**config.mk**
```make
export PLATFORM = sky130hd
export DESIGN_NAME = alu_slice4
export DESIGN_NICKNAME = d
export VERILOG_FILES = /design/src/rtl/alu_slice4_pkg.sv /design/src/rtl/alu_slice4_ctrl.sv /design/src/rtl/alu_slice4_dp.sv /design/src/rtl/alu_slice4.sv
export SDC_FILE = /design/constraint.sdc
export NUM_CORES = 1
export LEC_CHECK = 0
export BUFFER_PORTS_ARGS = -buffer_cell sky130_fd_sc_hd__clkbuf_2
export CAP_MARGIN = 30
export CORE_AREA = 3 3 40 42
export DETAILED_ROUTE_END_ITERATION = 10
export DIE_AREA = 0 0 43 45
export GPL_TIMING_DRIVEN = 0
export PLACE_DENSITY_LB_ADDON = 0.3
export SETUP_SLACK_MARGIN = 0.4
export SLEW_MARGIN = 20
export SYNTH_ARGS = -nofsm -noshare
export SYNTH_HDL_FRONTEND = slang
export SYNTH_SLANG_ARGS = --single-unit
```
**constraint.sdc**
```tcl
create_clock -name vclk -period 3
set_clock_uncertainty 0.05 [all_clocks]
set_input_delay 0.6 -clock vclk [all_inputs]
set_output_delay 0.6 -clock vclk [all_outputs]
set_load 0.02 [all_outputs]
```
**src/rtl/alu_slice4_pkg.sv**
```systemverilog
package alu_slice4_pkg;

  typedef struct packed {
    logic orB;      // OR-term takes B
    logic orNotB;   // OR-term takes not B
    logic andNotB;  // AND-term takes A and not B
    logic andB;     // AND-term takes A and B
    logic arith;    // arithmetic path active
    logic carry;    // carry injected at bit 0
  } aluStrobes_t;

endpackage

```
**src/rtl/alu_slice4_ctrl.sv**
```systemverilog
module alu_slice4_ctrl
  import alu_slice4_pkg::*;
(
  input  logic [3:0]  fnSel,
  input  logic        modeLogic,
  input  logic        carryInN,
  output aluStrobes_t strobes
);

  always_comb begin
    strobes.orB     = fnSel[0];
    strobes.orNotB  = fnSel[1];
    strobes.andNotB = fnSel[2];
    strobes.andB    = fnSel[3];
    strobes.arith   = ~modeLogic;
    strobes.carry   = ~modeLogic & ~carryInN;
  end

  always_comb begin

    ctrl_carry_gate_chk: assert (!(strobes.carry && modeLogic))
      else $error("carry strobe raised in logic mode");
  end

endmodule

```
**src/rtl/alu_slice4_dp.sv**
```systemverilog
module alu_slice4_dp
  import alu_slice4_pkg::*;
#(
  parameter int WIDTH = 4
) (
  input  logic [WIDTH-1:0] opA,
  input  logic [WIDTH-1:0] opB,
  input  aluStrobes_t      strobes,
  output logic [WIDTH-1:0] resF,
  output logic             carryOutN,
  output logic             grpProp,
  output logic             grpGen
);

  localparam int SUMW = WIDTH + 1;

  logic [WIDTH-1:0] orTerm, andTerm, bitProp, bitGen;
  logic [WIDTH:0]   carryChain, genAcc, propAcc;

  assign carryChain[0] = strobes.carry;
  assign genAcc[0]     = 1'b0;
  assign propAcc[0]    = 1'b1;

  for (genvar i = 0; i < WIDTH; i++) begin : g_bit
    assign orTerm[i]  = opA[i] | (opB[i] & strobes.orB) | (~opB[i] & strobes.orNotB);
    assign andTerm[i] = (opA[i] & ~opB[i] & strobes.andNotB) | (opA[i] & opB[i] & strobes.andB);
    assign bitGen[i]  = andTerm[i];
    assign bitProp[i] = orTerm[i] & ~andTerm[i];
    assign carryChain[i+1] = bitGen[i] | (bitProp[i] & carryChain[i]);
    assign genAcc[i+1]     = bitGen[i] | (bitProp[i] & genAcc[i]);
    assign propAcc[i+1]    = bitProp[i] & propAcc[i];
    assign resF[i] = strobes.arith ? (bitProp[i] ^ carryChain[i]) : ~bitProp[i];
  end

  assign grpGen    = strobes.arith & genAcc[WIDTH];
  assign grpProp   = strobes.arith & propAcc[WIDTH];
  assign carryOutN = ~(strobes.arith & (genAcc[WIDTH] | (propAcc[WIDTH] & strobes.carry)));

  logic [SUMW-1:0] refSum;
  always_comb begin
    refSum = SUMW'(orTerm) + SUMW'(andTerm) + SUMW'(strobes.carry);
    if (strobes.arith) begin

      sum_carry_match_chk: assert ({~carryOutN, resF} == refSum)
        else $error("lookahead result disagrees with plain sum");
    end

    logic_quiet_chk: assert (strobes.arith || (carryOutN && !grpGen && !grpProp))
      else $error("carry or group outputs active in logic mode");

    gen_prop_excl_chk: assert (!(grpGen && grpProp))
      else $error("group generate and propagate both high");

    prop_fifteen_chk: assert (!grpProp || (SUMW'(orTerm) + SUMW'(andTerm)) == SUMW'((1 << WIDTH) - 1))
      else $error("group propagate without an all-ones partial sum");
  end

endmodule

```
**src/rtl/alu_slice4.sv**
```systemverilog
module alu_slice4
  import alu_slice4_pkg::*;
(
  input  logic [3:0] opA,
  input  logic [3:0] opB,
  input  logic [3:0] fnSel,
  input  logic       modeLogic,
  input  logic       carryInN,
  output logic [3:0] resF,
  output logic       carryOutN,
  output logic       allOnes,
  output logic       grpProp,
  output logic       grpGen
);

  aluStrobes_t strobes;

  alu_slice4_ctrl u_ctrl (
    .fnSel     (fnSel),
    .modeLogic (modeLogic),
    .carryInN  (carryInN),
    .strobes   (strobes)
  );

  alu_slice4_dp #(.WIDTH(4)) u_dp (
    .opA       (opA),
    .opB       (opB),
    .strobes   (strobes),
    .resF      (resF),
    .carryOutN (carryOutN),
    .grpProp   (grpProp),
    .grpGen    (grpGen)
  );

  assign allOnes = &resF;

endmodule

```
==> flow_summary_export.csv, run 1 <==
group,metric,value,unit
floorplanning,chipWidth,43,um
finish,nets,94,
yosys,compound_cell_area_share_of_the_yosys_netlist,0.2663,
critical_path,critical_path.startpoint,"fnSel[3]",
yosys,largest_family_of_logic_cells_by_synthesized_area,"multiplexers",
yosys,yosysUniqueCellTypes,22,
yosys,synth_mux_area_frac,0.3622,
floorplanning,io_pins,22,
status,result_of_the_run,"finished, violations left",
yosys,yosys.area_share.simple,0.2198,
timing,report.final.slew_viol_count,0,
timing,rsz_0062_raised_after_global_routing,"yes",
yosys,post_synth_instance_area,404.1,um^2
route,viasPerCell,5.656,
critical_path,path_class,"in -> out",
yosys,synth_xor_xnor_area_share,0.02167,
route,routed-via-count,509,
global_routing,vias_in_the_first_global_route,499,
floorplanning,initial_utilization,0.3145,
floorplanning,std_cell_rows,13,
global_routing,grt_util_met2,0.2994,
run,drv.max_cap_violation_count,0,
yosys,syn_area_per_cell,8.599,um^2
yosys,mappedNetlistNets,64,
finish,area.growth.synth_to_final,93.19,%
route,drt_first_iter_violations,12,
critical_path,crit_fanout,2,
pwr,vdd_ir_drop_max,0.09417,mV
route,detailedRoute.firstPassIterationCount,4,
place,place_hpwl,956.7,um
timing,period_needed,3.382,ns
finish,antenna-diode-count,0,
yosys,synth_top_cells_by_count,"sky130_fd_sc_hd__nand2b_1, sky130_fd_sc_hd__mux2_2, sky130_fd_sc_hd__a211oi_1, sky130_fd_sc_hd__mux4_2, sky130_fd_sc_hd__nor2_1",
critical_path,endpoint_kind,"output pin",
global_routing,groute.layer.met3.usage,0,
yosys,synth.yosys.seq_area_share,0,
route,wire_per_inst,15.36,um
place,dp_worst_setup_slack,-0.4989,ns
place,io_buffers,22,
route,final_antenna_net_count,0,
timing,tightestPinTransition,0.3484,ns
finish,ff_latch_area,0,um^2
timing,setup_viol_count_final,3,
critical_path,worst_ep_arrival_time,2.73,ns
yosys,cell_taking_the_most_area_after_synthesis,"sky130_fd_sc_hd__mux4_2",
yosys,synth_top_cell_area_share,0.2229,
finish,fillCellCount,102,
finish,flops_and_latches,0,
timing,maxClockFrequency,295.7,MHz
yosys,synth.most_common_cell,"sky130_fd_sc_hd__nand2b_1",
finish,final_cells,90,
yosys,syn_inst_count,47,
floorplanning,floorplan_core_area,1285,um^2
yosys,yosys-top-cells-area,"sky130_fd_sc_hd__mux4_2, sky130_fd_sc_hd__mux2_2, sky130_fd_sc_hd__ha_1",
finish,num-clock-buffers,0,
global_routing,gr-max-usage-layer,"met2",
global_routing,grt_use_total,0.1492,
status,violations_in_the_final_reports,"negative setup slack",
timing,max_slew_margin,0.7663,
floorplanning,die_y,45,um
pwr,cellLeakagePower,0.3320,nW
place,gpl.final_weighted_congestion,0.7304,
global_routing,globalRoute.totalOverflow,0,
floorplanning,fp.dieArea,1935,um^2
worst_hold_path,hold_path_class,"in -> out",
critical_path,cp-start-kind,"input port",
critical_path,worst-endpoint-required,2.35,ns
yosys,area_share_of_fa_ha_maj_cells_after_synthesis,0.09288,
route,drt-total-wl,1.382,mm
global_routing,maximum_number_of_pins_on_one_net_before_global_route_repair,11,
place,post_dp_cell_area,598.1,um^2
timing,final.hold.worst_slack,1.494,ns
timing,finalWorstSetupSlack,-0.3815,ns
global_routing,grt_first_pass_wirelength,2.297,mm
place,numPlacedInstances,84,
timing,fin_tns_setup,-0.7583,ns
global_routing,grt_use_met1,0.1908,
yosys,synthesis.yosys.warnings,0,
critical_path,timing.critical_path.to,"allOnes",
timing,min_period_over_period,1.127,
finish,drive_above_1_share,0.6933,
timing,timing_hold_violations_final,0,
pwr,pwr_density_cell,223.7,nW/um^2
global_routing,initial_antenna_violation_count,0,
route,drc,0,
finish,design_area,780.7,um^2
## placed cells by master (no fill, tap or decap), types with 2 or more instances in the layout
master                      instances
sky130_fd_sc_hd__clkbuf_16          2
sky130_fd_sc_hd__ha_4               2
sky130_fd_sc_hd__buf_4              7
sky130_fd_sc_hd__mux2_2             5
sky130_fd_sc_hd__clkbuf_8           4
sky130_fd_sc_hd__mux4_2             4
sky130_fd_sc_hd__nor2b_1            2
sky130_fd_sc_hd__nand2b_1           5
sky130_fd_sc_hd__nor2_1             3
sky130_fd_sc_hd__a211oi_1           4
sky130_fd_sc_hd__buf_8              3
sky130_fd_sc_hd__a22oi_2            2
sky130_fd_sc_hd__a21oi_1            2
sky130_fd_sc_hd__clkbuf_2          12
## what timing repair did
| item | in CTS | in global routing |
|---|---|---|
| gates resized for setup | 23 | 8 |
| hold buffers | 0 | 0 |
| pin swaps | 5 | 4 |
| setup buffers | 5 | 1 |
| endpoints found under the setup margin | 5 | 7 |
## cell type report
cell class	count	area, um^2	share of cell area
Multi-Input combinational cell	43	470.5	0.6026
Buffer	1	5.005	0.006410
Tap cell	15	18.77	0.02404
Timing Repair Buffer	28	262.8	0.3365
Inverter	3	23.77	0.03045
## where the power goes
group          leakage, nW  internal (mW)  total [mW]  switching (mW)
Sequential               0              0           0               0
Combinational        0.332         0.0945       0.175          0.0801
Clock                    0              0           0               0
Total                0.332         0.0945       0.175          0.0801
## worst min-delay path by stage
stage	from	endpoint	slack, ns	cells after the start
3_5_place_dp	carryInN	carryOutN	1.49	4
2_1_floorplan	carryInN	carryOutN	1.32	2
6_report	carryInN	carryOutN	1.49	4
4_1_cts	carryInN	carryOutN	1.49	4
3_3_place_gp	carryInN	carryOutN	1.49	4
5_1_grt	carryInN	carryOutN	1.53	4
## routing by layer
layer	vias to the layer above	wire length [um]
met3	0	33
met1	253	583
met4	0	0
li1	245	-
met5	-	0
met2	11	765
## logic make-up (layout without fill, tap and decap cells)
logic type	Yosys count	count (layout)
XOR/XNOR	1	1
AO/OA/AOI/OAI	14	14
buffers and inverters	4	32
adder cells (fa/ha/maj)	3	3
multiplexers	9	9
AND/OR/NAND/NOR	16	16
## worst max-delay path, stage by stage
cell                        delay, ns
sky130_fd_sc_hd__clkbuf_16       0.11
sky130_fd_sc_hd__inv_8           0.03
sky130_fd_sc_hd__mux4_2          0.50
sky130_fd_sc_hd__ha_4            0.18
sky130_fd_sc_hd__a21o_1          0.15
sky130_fd_sc_hd__ha_2            0.16
sky130_fd_sc_hd__nand2b_4        0.14
sky130_fd_sc_hd__ha_4            0.16
sky130_fd_sc_hd__a211oi_4        0.19
sky130_fd_sc_hd__xnor2_2         0.15
sky130_fd_sc_hd__and4_4          0.25
sky130_fd_sc_hd__buf_8           0.11
## through the flow
stage / utilization / power [mW]
floorplan: - / 0.09003
global placement: 0.4654 / 0.1286
detailed placement: 0.4654 / 0.1298
CTS: 0.5891 / 0.1633
global route: 0.6076 / 0.1867
finish: 0.6076 / 0.1747
No activity file was read; power rests on OpenSTA's default activity.
==> inputs of run 2 (changes only) <==
--- a/config.mk
+++ b/config.mk
@@ -5,13 +5,13 @@
 export SDC_FILE = /design/constraint.sdc
 export NUM_CORES = 1
 export LEC_CHECK = 0
+export ABC_AREA = 1
 export BUFFER_PORTS_ARGS = -buffer_cell sky130_fd_sc_hd__clkbuf_2
 export CAP_MARGIN = 30
 export CORE_AREA = 3 3 40 42
 export DETAILED_ROUTE_END_ITERATION = 10
 export DIE_AREA = 0 0 43 45
 export GPL_TIMING_DRIVEN = 0
-export PLACE_DENSITY_LB_ADDON = 0.3
 export SETUP_SLACK_MARGIN = 0.4
 export SLEW_MARGIN = 20
 export SYNTH_ARGS = -nofsm -noshare
==> run 2 against run 1 <==
The run still ends with negative setup slack left. Design area is 4.2% lower. Synthesized area is 1.9% higher. Combinational power is 7% lower. Sequential share of layout area stayed put. Clock-buffer cell count stayed put. Wire length is 20% lower. Via count is 7.3% higher. Final cell count is 30% higher. Critical path type unchanged.
==> flow_summary_export.csv, run 2 <==
group,metric,value,unit
status,result_of_the_run,"finished, violations left",
status,violations_in_the_final_reports,"negative setup slack",
timing,tightestPinTransition,0.3367,ns
route,wire_per_inst,9.419,um
timing,min_period_over_period,1.044,
route,detailedRoute.firstPassIterationCount,4,
finish,antenna-diode-count,0,
place,gpl.final_weighted_congestion,0.7453,
timing,fin_tns_setup,-0.2177,ns
critical_path,worst-endpoint-required,2.35,ns
finish,mostFrequentLayoutCell,"sky130_fd_sc_hd__nand2_1",
critical_path,crit_fanout,3,
timing,rsz_0062_raised_after_global_routing,"yes",
yosys,synth_top_cell_area_share,0.2371,
finish,fillCellCount,126,
route,drc,0,
floorplanning,chipWidth,43,um
finish,ff_latch_area,0,um^2
timing,report.final.slew_viol_count,0,
finish,nets,121,
floorplanning,io_pins,22,
route,viasPerCell,4.667,
route,routed-via-count,546,
place,numPlacedInstances,113,
route,final_antenna_net_count,0,
run,drv.max_cap_violation_count,0,
yosys,mappedNetlistNets,93,
pwr,cellLeakagePower,0.3871,nW
floorplanning,floorplan_core_area,1285,um^2
finish,drive_above_1_share,0.6078,
route,drt-total-wl,1.102,mm
floorplanning,fp.dieArea,1935,um^2
timing,max_slew_margin,0.7753,
finish,commonest_non_fill_non_tap_cells_in_the_layout,"sky130_fd_sc_hd__nand2_1, sky130_fd_sc_hd__clkbuf_2, sky130_fd_sc_hd__inv_2, sky130_fd_sc_hd__nand3_1, sky130_fd_sc_hd__nand2_2",
global_routing,grt_use_total,0.1146,
timing,finalWorstSetupSlack,-0.1319,ns
place,place_hpwl,937.6,um
route,drt_first_iter_violations,15,
finish,area.growth.synth_to_final,81.76,%
critical_path,worst_ep_arrival_time,2.48,ns
place,io_buffers,22,
pwr,vdd_ir_drop_max,0.08825,mV
yosys,synth.most_common_cell,"sky130_fd_sc_hd__nand2_1",
global_routing,vias_in_the_first_global_route,442,
critical_path,cp-start-kind,"input port",
pwr,pwr_density_cell,217.9,nW/um^2
yosys,synthesis.yosys.warnings,0,
yosys,syn_area_per_cell,5.416,um^2
yosys,synth_top_cells_by_count,"sky130_fd_sc_hd__nand2_1, sky130_fd_sc_hd__nand3_1, sky130_fd_sc_hd__inv_2",
floorplanning,initial_utilization,0.3204,
global_routing,maximum_number_of_pins_on_one_net_before_global_route_repair,9,
timing,maxClockFrequency,319.3,MHz
timing,period_needed,3.132,ns
floorplanning,std_cell_rows,13,
global_routing,grt_first_pass_wirelength,1.800,mm
critical_path,path_class,"in -> out",
timing,timing_hold_violations_final,0,
timing,setup_viol_count_final,2,
finish,multi_input_comb_area,449.2,um^2
floorplanning,die_y,45,um
critical_path,endpoint_kind,"output pin",
yosys,synth.yosys.seq_area_share,0,
yosys,yosys-top-cells-area,"sky130_fd_sc_hd__nand2_1, sky130_fd_sc_hd__nand3_1, sky130_fd_sc_hd__ha_1",
finish,flops_and_latches,0,
yosys,yosysUniqueCellTypes,17,
worst_hold_path,hold_path_class,"in -> out",
yosys,syn_inst_count,76,
finish,final_cells,117,
yosys,cell_taking_the_most_area_after_synthesis,"sky130_fd_sc_hd__nand2_1",
global_routing,globalRoute.totalOverflow,0,
finish,num-clock-buffers,0,
global_routing,initial_antenna_violation_count,0,
yosys,post_synth_instance_area,411.6,um^2
-- run 2: layout make-up --
| type | instances | share of cell area |
|---|---|---|
| inverter | 15 | 0.09866 |
| multi-input combinational | 61 | 0.6003 |
| tap | 15 | 0.02508 |
| timing repair buffer | 26 | 0.2759 |
-- run 2: worst max-delay path: stages --
cell                        delay [ns]
sky130_fd_sc_hd__clkbuf_16        0.14
sky130_fd_sc_hd__inv_12           0.05
sky130_fd_sc_hd__nand3_4          0.07
sky130_fd_sc_hd__nand2_4          0.08
sky130_fd_sc_hd__inv_4            0.04
sky130_fd_sc_hd__nand2_4          0.06
sky130_fd_sc_hd__inv_4            0.04
sky130_fd_sc_hd__ha_4             0.14
sky130_fd_sc_hd__or2_4            0.24
sky130_fd_sc_hd__ha_4             0.15
sky130_fd_sc_hd__inv_2            0.05
sky130_fd_sc_hd__nand2_2          0.06
sky130_fd_sc_hd__ha_4             0.16
sky130_fd_sc_hd__nor3_4           0.14
sky130_fd_sc_hd__xor2_2           0.19
sky130_fd_sc_hd__nand2_2          0.09
sky130_fd_sc_hd__nor2_4           0.09
sky130_fd_sc_hd__buf_8            0.11
-- run 2: per-stage QoR --
| step | setup WS [ns] | utilization | power (mW) | instance area [um^2] | hold slack (ns) |
|---|---|---|---|---|---|
| finish | -0.1319 | 0.5823 | 0.1631 | 748.2 | 1.495 |
| CTS | -0.1663 | 0.5443 | 0.1499 | 699.4 | 1.495 |
| floorplan | -0.1588 | - | 0.09241 | 483.0 | 1.227 |
| detailed placement | -0.4052 | 0.4761 | 0.1295 | 611.8 | 1.492 |
| global route | -0.2412 | 0.5823 | 0.1791 | 748.2 | 1.512 |
| global placement | -0.3820 | 0.4761 | 0.1286 | 611.8 | 1.492 |
-- run 2: where the power goes --
part | switching, mW | internal (mW)
clock network | 0 | 0
logic | 0.0881 | 0.0750
registers | 0 | 0
total | 0.0881 | 0.0750
-- run 2: final timing paths --
path / startpoint / to / slack (ns) / cells past startpoint
worst min-delay path: modeLogic / grpGen / 1.49 / 3
worst max-delay path: opB[0] / allOnes / -0.13 / 18
-- run 2: timing repair --
| action | CTS | global route |
|---|---|---|
| hold buffers | 0 | 0 |
| endpoints found under the setup margin | 4 | 4 |
| buffers inserted | 2 | 2 |
| pin swaps | 10 | 0 |
| resized for setup | 14 | 12 |
| gates cloned | 0 | 0 |
-- run 2: cells by family after synthesis --
family	count (synthesis)	share of synthesized area
compound gates	6	0.09117
xor+xnor	1	0.03952
fa+ha+maj	3	0.09120
buf+inv	15	0.1368
simple gates	51	0.6414
-- run 2: layer usage --
metal | GRT usage | vias up | wire length, um | part of all wire
li1 | - | 296 | - | -
met1 | 0.1627 | 242 | 483 | 0.44
met2 | 0.2066 | 8 | 582 | 0.53
met3 | 0.003984 | 0 | 35 | 0.032
met4 | 0 | 0 | 0 | 0
met5 | 0 | - | 0 | 0
